`config.mk`:
```
export PLATFORM = sky130hd
export DESIGN_NAME = sprot_cmd_ctrl
export DESIGN_NICKNAME = d
export VERILOG_FILES = /design/src/rtl/sprot_cmd_ctrl.sv
export SDC_FILE = /design/constraint.sdc
export NUM_CORES = 1
export LEC_CHECK = 0
export BUFFER_PORTS_ARGS = -buffer_cell sky130_fd_sc_hd__buf_2
export CORE_MARGIN = 10
export CORE_UTILIZATION = 60
export CTS_BUF_LIST = sky130_fd_sc_hd__clkbuf_8
export CTS_CLUSTER_DIAMETER = 120
export DETAILED_ROUTE_END_ITERATION = 12
export GPL_TIMING_DRIVEN = 0
export PLACE_DENSITY = 0.79
export SYNTH_ARGS = -nofsm -noshare
export SYNTH_HDL_FRONTEND = slang
export SYNTH_SLANG_ARGS = --single-unit
```
`constraint.sdc`:
```
create_clock -name clk -period 4.55 [get_ports clk]
set_input_delay 0.6825 -clock clk [delete_from_list [all_inputs] [get_ports clk]]
set_output_delay 0.6825 -clock clk [all_outputs]
set_load 0.05 [all_outputs]
```
`src/rtl/sprot_cmd_ctrl.sv`:
```
module sprot_cmd_ctrl #(
  parameter int NSEC = 4
) (
  input  logic            clk,
  input  logic            rst_n,
  input  logic            sel,
  input  logic            byte_vld,
  input  logic [7:0]      byte_in,
  input  logic            wp_n,
  output logic [NSEC-1:0] sec_inhibit,
  output logic            stat_prot,
  output logic            chip_erase_stb,
  output logic            preg_erase_stb,
  output logic            preg_prog_stb,
  output logic            page_bin_stb,
  output logic            rd_vld,
  output logic [7:0]      rd_byte
);
  localparam int IW = (NSEC > 1) ? $clog2(NSEC) : 1;
  localparam logic [7:0] NS8 = 8'(NSEC);

  typedef enum logic [3:0] {
    C_NONE, C_CHIP, C_PAGE, C_PERASE, C_PPROG, C_EN, C_DIS, C_LOCK, C_RDP, C_RDL
  } cmd_t;

  logic                 sel_q, armed, sw_en, lk_ok;
  logic [7:0]           cnt, b0, b1, b2, lk_idx;
  cmd_t                 cmd, dec4;
  logic [NSEC-1:0][7:0] preg, stage;
  logic [NSEC-1:0]      locked;

  wire        frame_end = sel_q & ~sel;
  wire        take      = sel & byte_vld;
  wire [7:0]  didx      = cnt - 8'd4;
  wire [IW-1:0] sidx    = didx[IW-1:0];

  always_comb begin
    case ({b0, b1, b2, byte_in})
      32'hC794_809A: dec4 = C_CHIP;
      32'h3D2A_80A6: dec4 = C_PAGE;
      32'h3D2A_7FCF: dec4 = C_PERASE;
      32'h3D2A_7FFC: dec4 = C_PPROG;
      32'h3D2A_7FA9: dec4 = C_EN;
      32'h3D2A_7F9A: dec4 = C_DIS;
      32'h3D2A_7F30: dec4 = C_LOCK;
      default:       dec4 = C_NONE;
    endcase
  end

  always_ff @(posedge clk) begin
    if (!rst_n) begin
      sel_q <= 1'b0; cnt <= '0; cmd <= C_NONE; stage <= '0;
      b0 <= '0; b1 <= '0; b2 <= '0; lk_ok <= 1'b0; lk_idx <= '0;
    end else begin
      sel_q <= sel;
      if (!sel) begin
        cnt <= '0; cmd <= C_NONE; stage <= '0; lk_ok <= 1'b0;
      end else if (byte_vld) begin
        if (cnt != 8'hFF) cnt <= cnt + 8'd1;
        case (cnt)
          8'd0: b0 <= byte_in;
          8'd1: b1 <= byte_in;
          8'd2: b2 <= byte_in;
          default: ;
        endcase
        if (cnt == 8'd0)
          cmd <= (byte_in == 8'h32) ? C_RDP : (byte_in == 8'h35) ? C_RDL : C_NONE;
        else if (cnt == 8'd3 && cmd == C_NONE)
          cmd <= dec4;
        if (cmd == C_PPROG && cnt >= 8'd4 && didx < NS8)
          stage[sidx] <= byte_in;
        if (cmd == C_LOCK && cnt == 8'd4) begin
          lk_ok  <= byte_in < NS8;
          lk_idx <= byte_in;
        end
      end
    end
  end

  always_ff @(posedge clk) begin
    if (!rst_n) begin
      preg <= '0; locked <= '0; armed <= 1'b0; sw_en <= 1'b0;
      chip_erase_stb <= 1'b0; preg_erase_stb <= 1'b0;
      preg_prog_stb <= 1'b0; page_bin_stb <= 1'b0;
    end else begin
      chip_erase_stb <= 1'b0; preg_erase_stb <= 1'b0;
      preg_prog_stb <= 1'b0; page_bin_stb <= 1'b0;
      if (frame_end) begin
        case (cmd)
          C_CHIP: chip_erase_stb <= 1'b1;
          C_PAGE: page_bin_stb <= 1'b1;
          C_PERASE: if (wp_n) begin
            preg <= '1; armed <= 1'b1; preg_erase_stb <= 1'b1;
          end
          C_PPROG: if (wp_n && armed) begin
            preg <= stage; armed <= 1'b0; preg_prog_stb <= 1'b1;
          end
          C_EN:  sw_en <= 1'b1;
          C_DIS: sw_en <= 1'b0;
          C_LOCK: if (lk_ok) locked[lk_idx[IW-1:0]] <= 1'b1;
          default: ;
        endcase
      end
    end
  end

  always_ff @(posedge clk) begin
    if (!rst_n) begin
      rd_vld <= 1'b0; rd_byte <= '0;
    end else begin
      rd_vld <= 1'b0;
      if (take && cnt >= 8'd4 && (cmd == C_RDP || cmd == C_RDL)) begin
        rd_vld <= 1'b1;
        if (didx >= NS8)      rd_byte <= 8'h00;
        else if (cmd == C_RDP) rd_byte <= preg[sidx];
        else                   rd_byte <= {8{locked[sidx]}};
      end
    end
  end

  assign stat_prot = sw_en | ~wp_n;

  for (genvar i = 0; i < NSEC; i++) begin : g_inh
    assign sec_inhibit[i] = locked[i] | (stat_prot & (|preg[i]));
  end

  a_r1_chip_after_end: assert property (@(posedge clk) disable iff (!rst_n)
    chip_erase_stb |-> $past(sel_q) && !$past(sel));
  a_r5_prog_needs_arm: assert property (@(posedge clk) disable iff (!rst_n)
    preg_prog_stb |-> $past(armed) && !armed);
  a_r7_wp_readonly: assert property (@(posedge clk) disable iff (!rst_n)
    !wp_n |=> $stable(preg));
  a_r10_lock_sticky: assert property (@(posedge clk) disable iff (!rst_n)
    (locked & $past(locked)) == $past(locked));
  a_r11_lock_inhibit: assert property (@(posedge clk) disable iff (!rst_n)
    &(~locked | sec_inhibit));
  a_r12_one_strobe: assert property (@(posedge clk) disable iff (!rst_n)
    $onehot0({chip_erase_stb, preg_erase_stb, preg_prog_stb, page_bin_stb}));
endmodule

```
==> results_dict.tcl <==
set metrics [dict create \
    worst_path_largest_cell_delay_ns 0.54 \
    routedWlPerCell_um 17.9 \
    cts_setup_buffers 0 \
    dp_slack_ns 1.94 \
    pin_count 31 \
    area_delta_synth_final_pct 11.5 \
    ys.flop_type "dfxtp_1" \
    leakage_nw 2.37 \
    ys_warn_count 0 \
    maxSlewViolCount 0 \
    power_frac_comb 0.049 \
    netlist_instances 617 \
    status "completed" \
    finalCriticalPeriod_ns 2.55 \
    worst_setup_path_end_kind "register" \
    fmax_mhz 392 \
    synth_area_um2 5530 \
    setup_violations 0 \
    intPower_w 0.00159 \
    crit_fanout 10 \
    r2r-end "cmd[1]" \
    hold_viol_final 0 \
    io_buffers 27 \
    antennaDiodeCount 0 \
    max_slew.worst_pin.slew_ns 0.737 \
    dieWidth_um 116 \
    clockRootBuffer "clkbuf_8" \
    grt_max_degree 17 \
    drtIter0Drc 414 \
    cts_hold_buf 0 \
    gp_congestion 0.899 \
    worstSkewPairLatency_ns 0.43 \
    rr_worst_depth 7 \
    gr-usage-all-layers 0.216 \
    slew_headroom 0.506 \
    grt_pass1_wl_um 23000 \
    synth_edf_count 0 \
    antenna_found_initial 0 \
    crit_path_start "cnt[1]" \
    htree_levels 4 \
    timing.final.crit_share 0.560 \
    sw_frac_of_total 0.234 \
    drt-vias-per-instance 6.11 \
    rsz0062_at_grt "no" \
    ys_types 51 \
    ir_worst_vdd_v 0.000204 \
    power_density_nw_per_um2 337 \
    rows 34 \
    worst_slack_ns 2.00 \
    min_path_type "reg -> reg" \
    avgSynthCellArea_um2 8.97 \
    cts_resized 0 \
    num_vias 4784 \
    numCtsBuffers 17 \
    tritoncts "built" \
    ys_async_sr_fraction 0 \
    clkPwrFrac 0.428 \
    crit_end "cmd[1]" \
    path_class "reg -> reg" \
    numClockSinks 123 \
    worst_setup_path_start_kind "register" \
    core_um2 8850 \
    die-area_um2 13500 \
    routed_wl_um 14000 \
    synth-seq-cells 123 \
    p_switching_w 0.000486 \
    cap_violations 0 \
    clk_pin_slew_worst_paths_ns 0.07 \
    r2r_start "cnt[1]" \
    seq_power_share 0.524 \
    yosysMostFrequentCell "nor2_1" \
    postRouteAntennaNets 0 \
    cpMaxStageDelayCell "nor4_1" \
    dr.pass1.iters 6 \
    clockBufferDepth 2 \
    synth_top_area_cell "dfxtp_1" \
    synthTopCellsByArea "dfxtp_1 45%, nor2_1 8.4%, mux2i_1 7.4%, a211oi_1 4.3%, nand2_1 4.1%" \
    clock_skew_ns 0.00941 \
    reg2reg_slack_ns 2.00 \
    fill_cells 722 \
    seq_area_frac_synth 0.445 \
    dp_hpwl_um 10200 \
    initial_utilization 0.625 \
    cp_cell_sequence "clkbuf_1 -> inv_1 -> ha_1 -> nor4_1 -> and4_1 -> o211ai_1 -> a21oi_1" \
    tns_ns 0 \
    grt-ovfl-total 0 \
    synth_top_area_frac 0.445 \
    layout-drive-gt1-share 0.153 \
    remaining_drc_errors 0 \
    die_h_um 116 \
    synth_nets 634 \
    cp.arrival_ns 2.91 \
    nNetsFinal 680 \
    grt_pass1_vias 4614 \
    worstPathRequired_ns 4.91 \
    synth_common_cells "124 x nor2_1, 123 x dfxtp_1, 60 x nand2_1, 41 x mux2i_1, 38 x a21oi_1" \
]
cells by family (layout without fill, tap and decap cells):
family / count (synthesis) / after routing / synth area share
AOI/OAI and AO/OA: 95 / 95 / 0.109
xor gates and xnor gates: 7 / 7 / 0.0111
adders and majority gates: 4 / 4 / 0.00905
buffers and inverters: 52 / 110 / 0.0522
DFF: 123 / 123 / 0.445
muxes: 50 / 50 / 0.111
and+or+nand+nor: 286 / 286 / 0.262
power groups by stage:
stage	clock network, W	registers (W)	logic [W]
4_1_cts	0.000887	0.00109	0.0000999
5_1_grt	0.000945	0.00109	0.000109
3_5_place_dp	0	0.00111	0.0000994
6_report	0.000889	0.00109	0.000101
3_3_place_gp	0	0.00111	0.0000976
2_1_floorplan	0	0.00111	0.0000666
layer usage:
metal / vias up / GRT usage / share of wire
met3: 26 / 0.0506 / 0.080
met1: 2297 / 0.273 / 0.43
met5: - / 0 / 0
met2: 198 / 0.347 / 0.47
li1: 2263 / - / -
met4: 0 / 0.0884 / 0.020
cell usage in the layout (no fill, tap or decap), types with 4 or more instances in the layout:
master / netlist / routed
a211oi_1: 32 / 32
a21o_1: 8 / 8
a21oi_1: 38 / 38
a31oi_1: 6 / 6
and3_1: 5 / 5
and4b_1: 4 / 4
buf_1: 4 / 4
buf_2: 7 / 34
buf_4: 8 / 8
clkbuf_1: 20 / 20
clkbuf_8: 0 / 21
clkinv_2: 0 / 6
dfxtp_1: 123 / 123
ha_1: 4 / 4
inv_1: 6 / 8
mux2i_1: 41 / 41
mux4_2: 9 / 9
nand2_1: 60 / 60
nand2b_1: 5 / 5
nand3_1: 16 / 16
nand4_1: 10 / 10
nand4b_1: 5 / 5
nor2_1: 124 / 124
nor2b_1: 7 / 7
nor3_1: 4 / 4
nor4_1: 12 / 12
nor4b_1: 6 / 6
o21ai_0: 6 / 6
or2_2: 4 / 4
xor2_1: 6 / 6
state kept, by name, indices dropped and copies added (netlist names):
name,count
sel_q,1
armed,1
b2,8
b0,8
cnt,8
cmd,4
sw_en,1
rd_byte,8
page_bin_stb,1
chip_erase_stb,1
stage,32
locked,4
preg,32
preg_erase_stb,1
lk_ok,1
lk_idx,2
rd_vld,1
preg_prog_stb,1
b1,8
worst max-delay path, delay by kind of cell (launching register included):
kind,cells,cell delay [ns]
buffers and inverters,2,0.60
adder cells (fa/ha/maj),1,0.33
AND/OR/NAND/NOR,2,0.85
AO/OA/AOI/OAI,2,0.29
flip-flops,1,0.41
through the flow:
stage / hold WS (ns) / util / std cells / total power, W / instance area, um^2
floorplan: 0.427 / - / 617 / 0.00118 / 5530
global placement: 0.436 / 0.656 / 752 / 0.00121 / 5800
detailed placement: 0.447 / 0.656 / 752 / 0.00121 / 5800
CTS: 0.457 / 0.697 / 783 / 0.00207 / 6170
global route: 0.486 / 0.697 / 783 / 0.00214 / 6170
finish: 0.456 / 0.697 / 783 / 0.00208 / 6170
cell type report:
class,instances,area (um^2),share of cell area
plain buffers,45,263,0.0426
clock buffers,21,289,0.0469
clock inverters,10,75.1,0.0122
inverters,7,26.3,0.00426
multi-input cells,442,2780,0.451
flip-flops and latches,123,2460,0.399
well taps,108,135,0.0219
repair buffers,27,135,0.0219
worst min-delay path by stage:
| stage | startpoint | endpoint | slack, ns | cells after the start |
|---|---|---|---|---|
| CTS | stage[27] | stage[27] | 0.46 | 2 |
| finish | stage[27] | stage[27] | 0.46 | 2 |
| global route | stage[24] | stage[24] | 0.49 | 2 |
| detailed placement | stage[27] | stage[27] | 0.45 | 2 |
| global placement | rd_byte[3] | rd_byte[3] | 0.44 | 2 |
| floorplan | armed | preg_prog_stb | 0.43 | 2 |
Note: power is estimated with default switching activity, not from simulation.
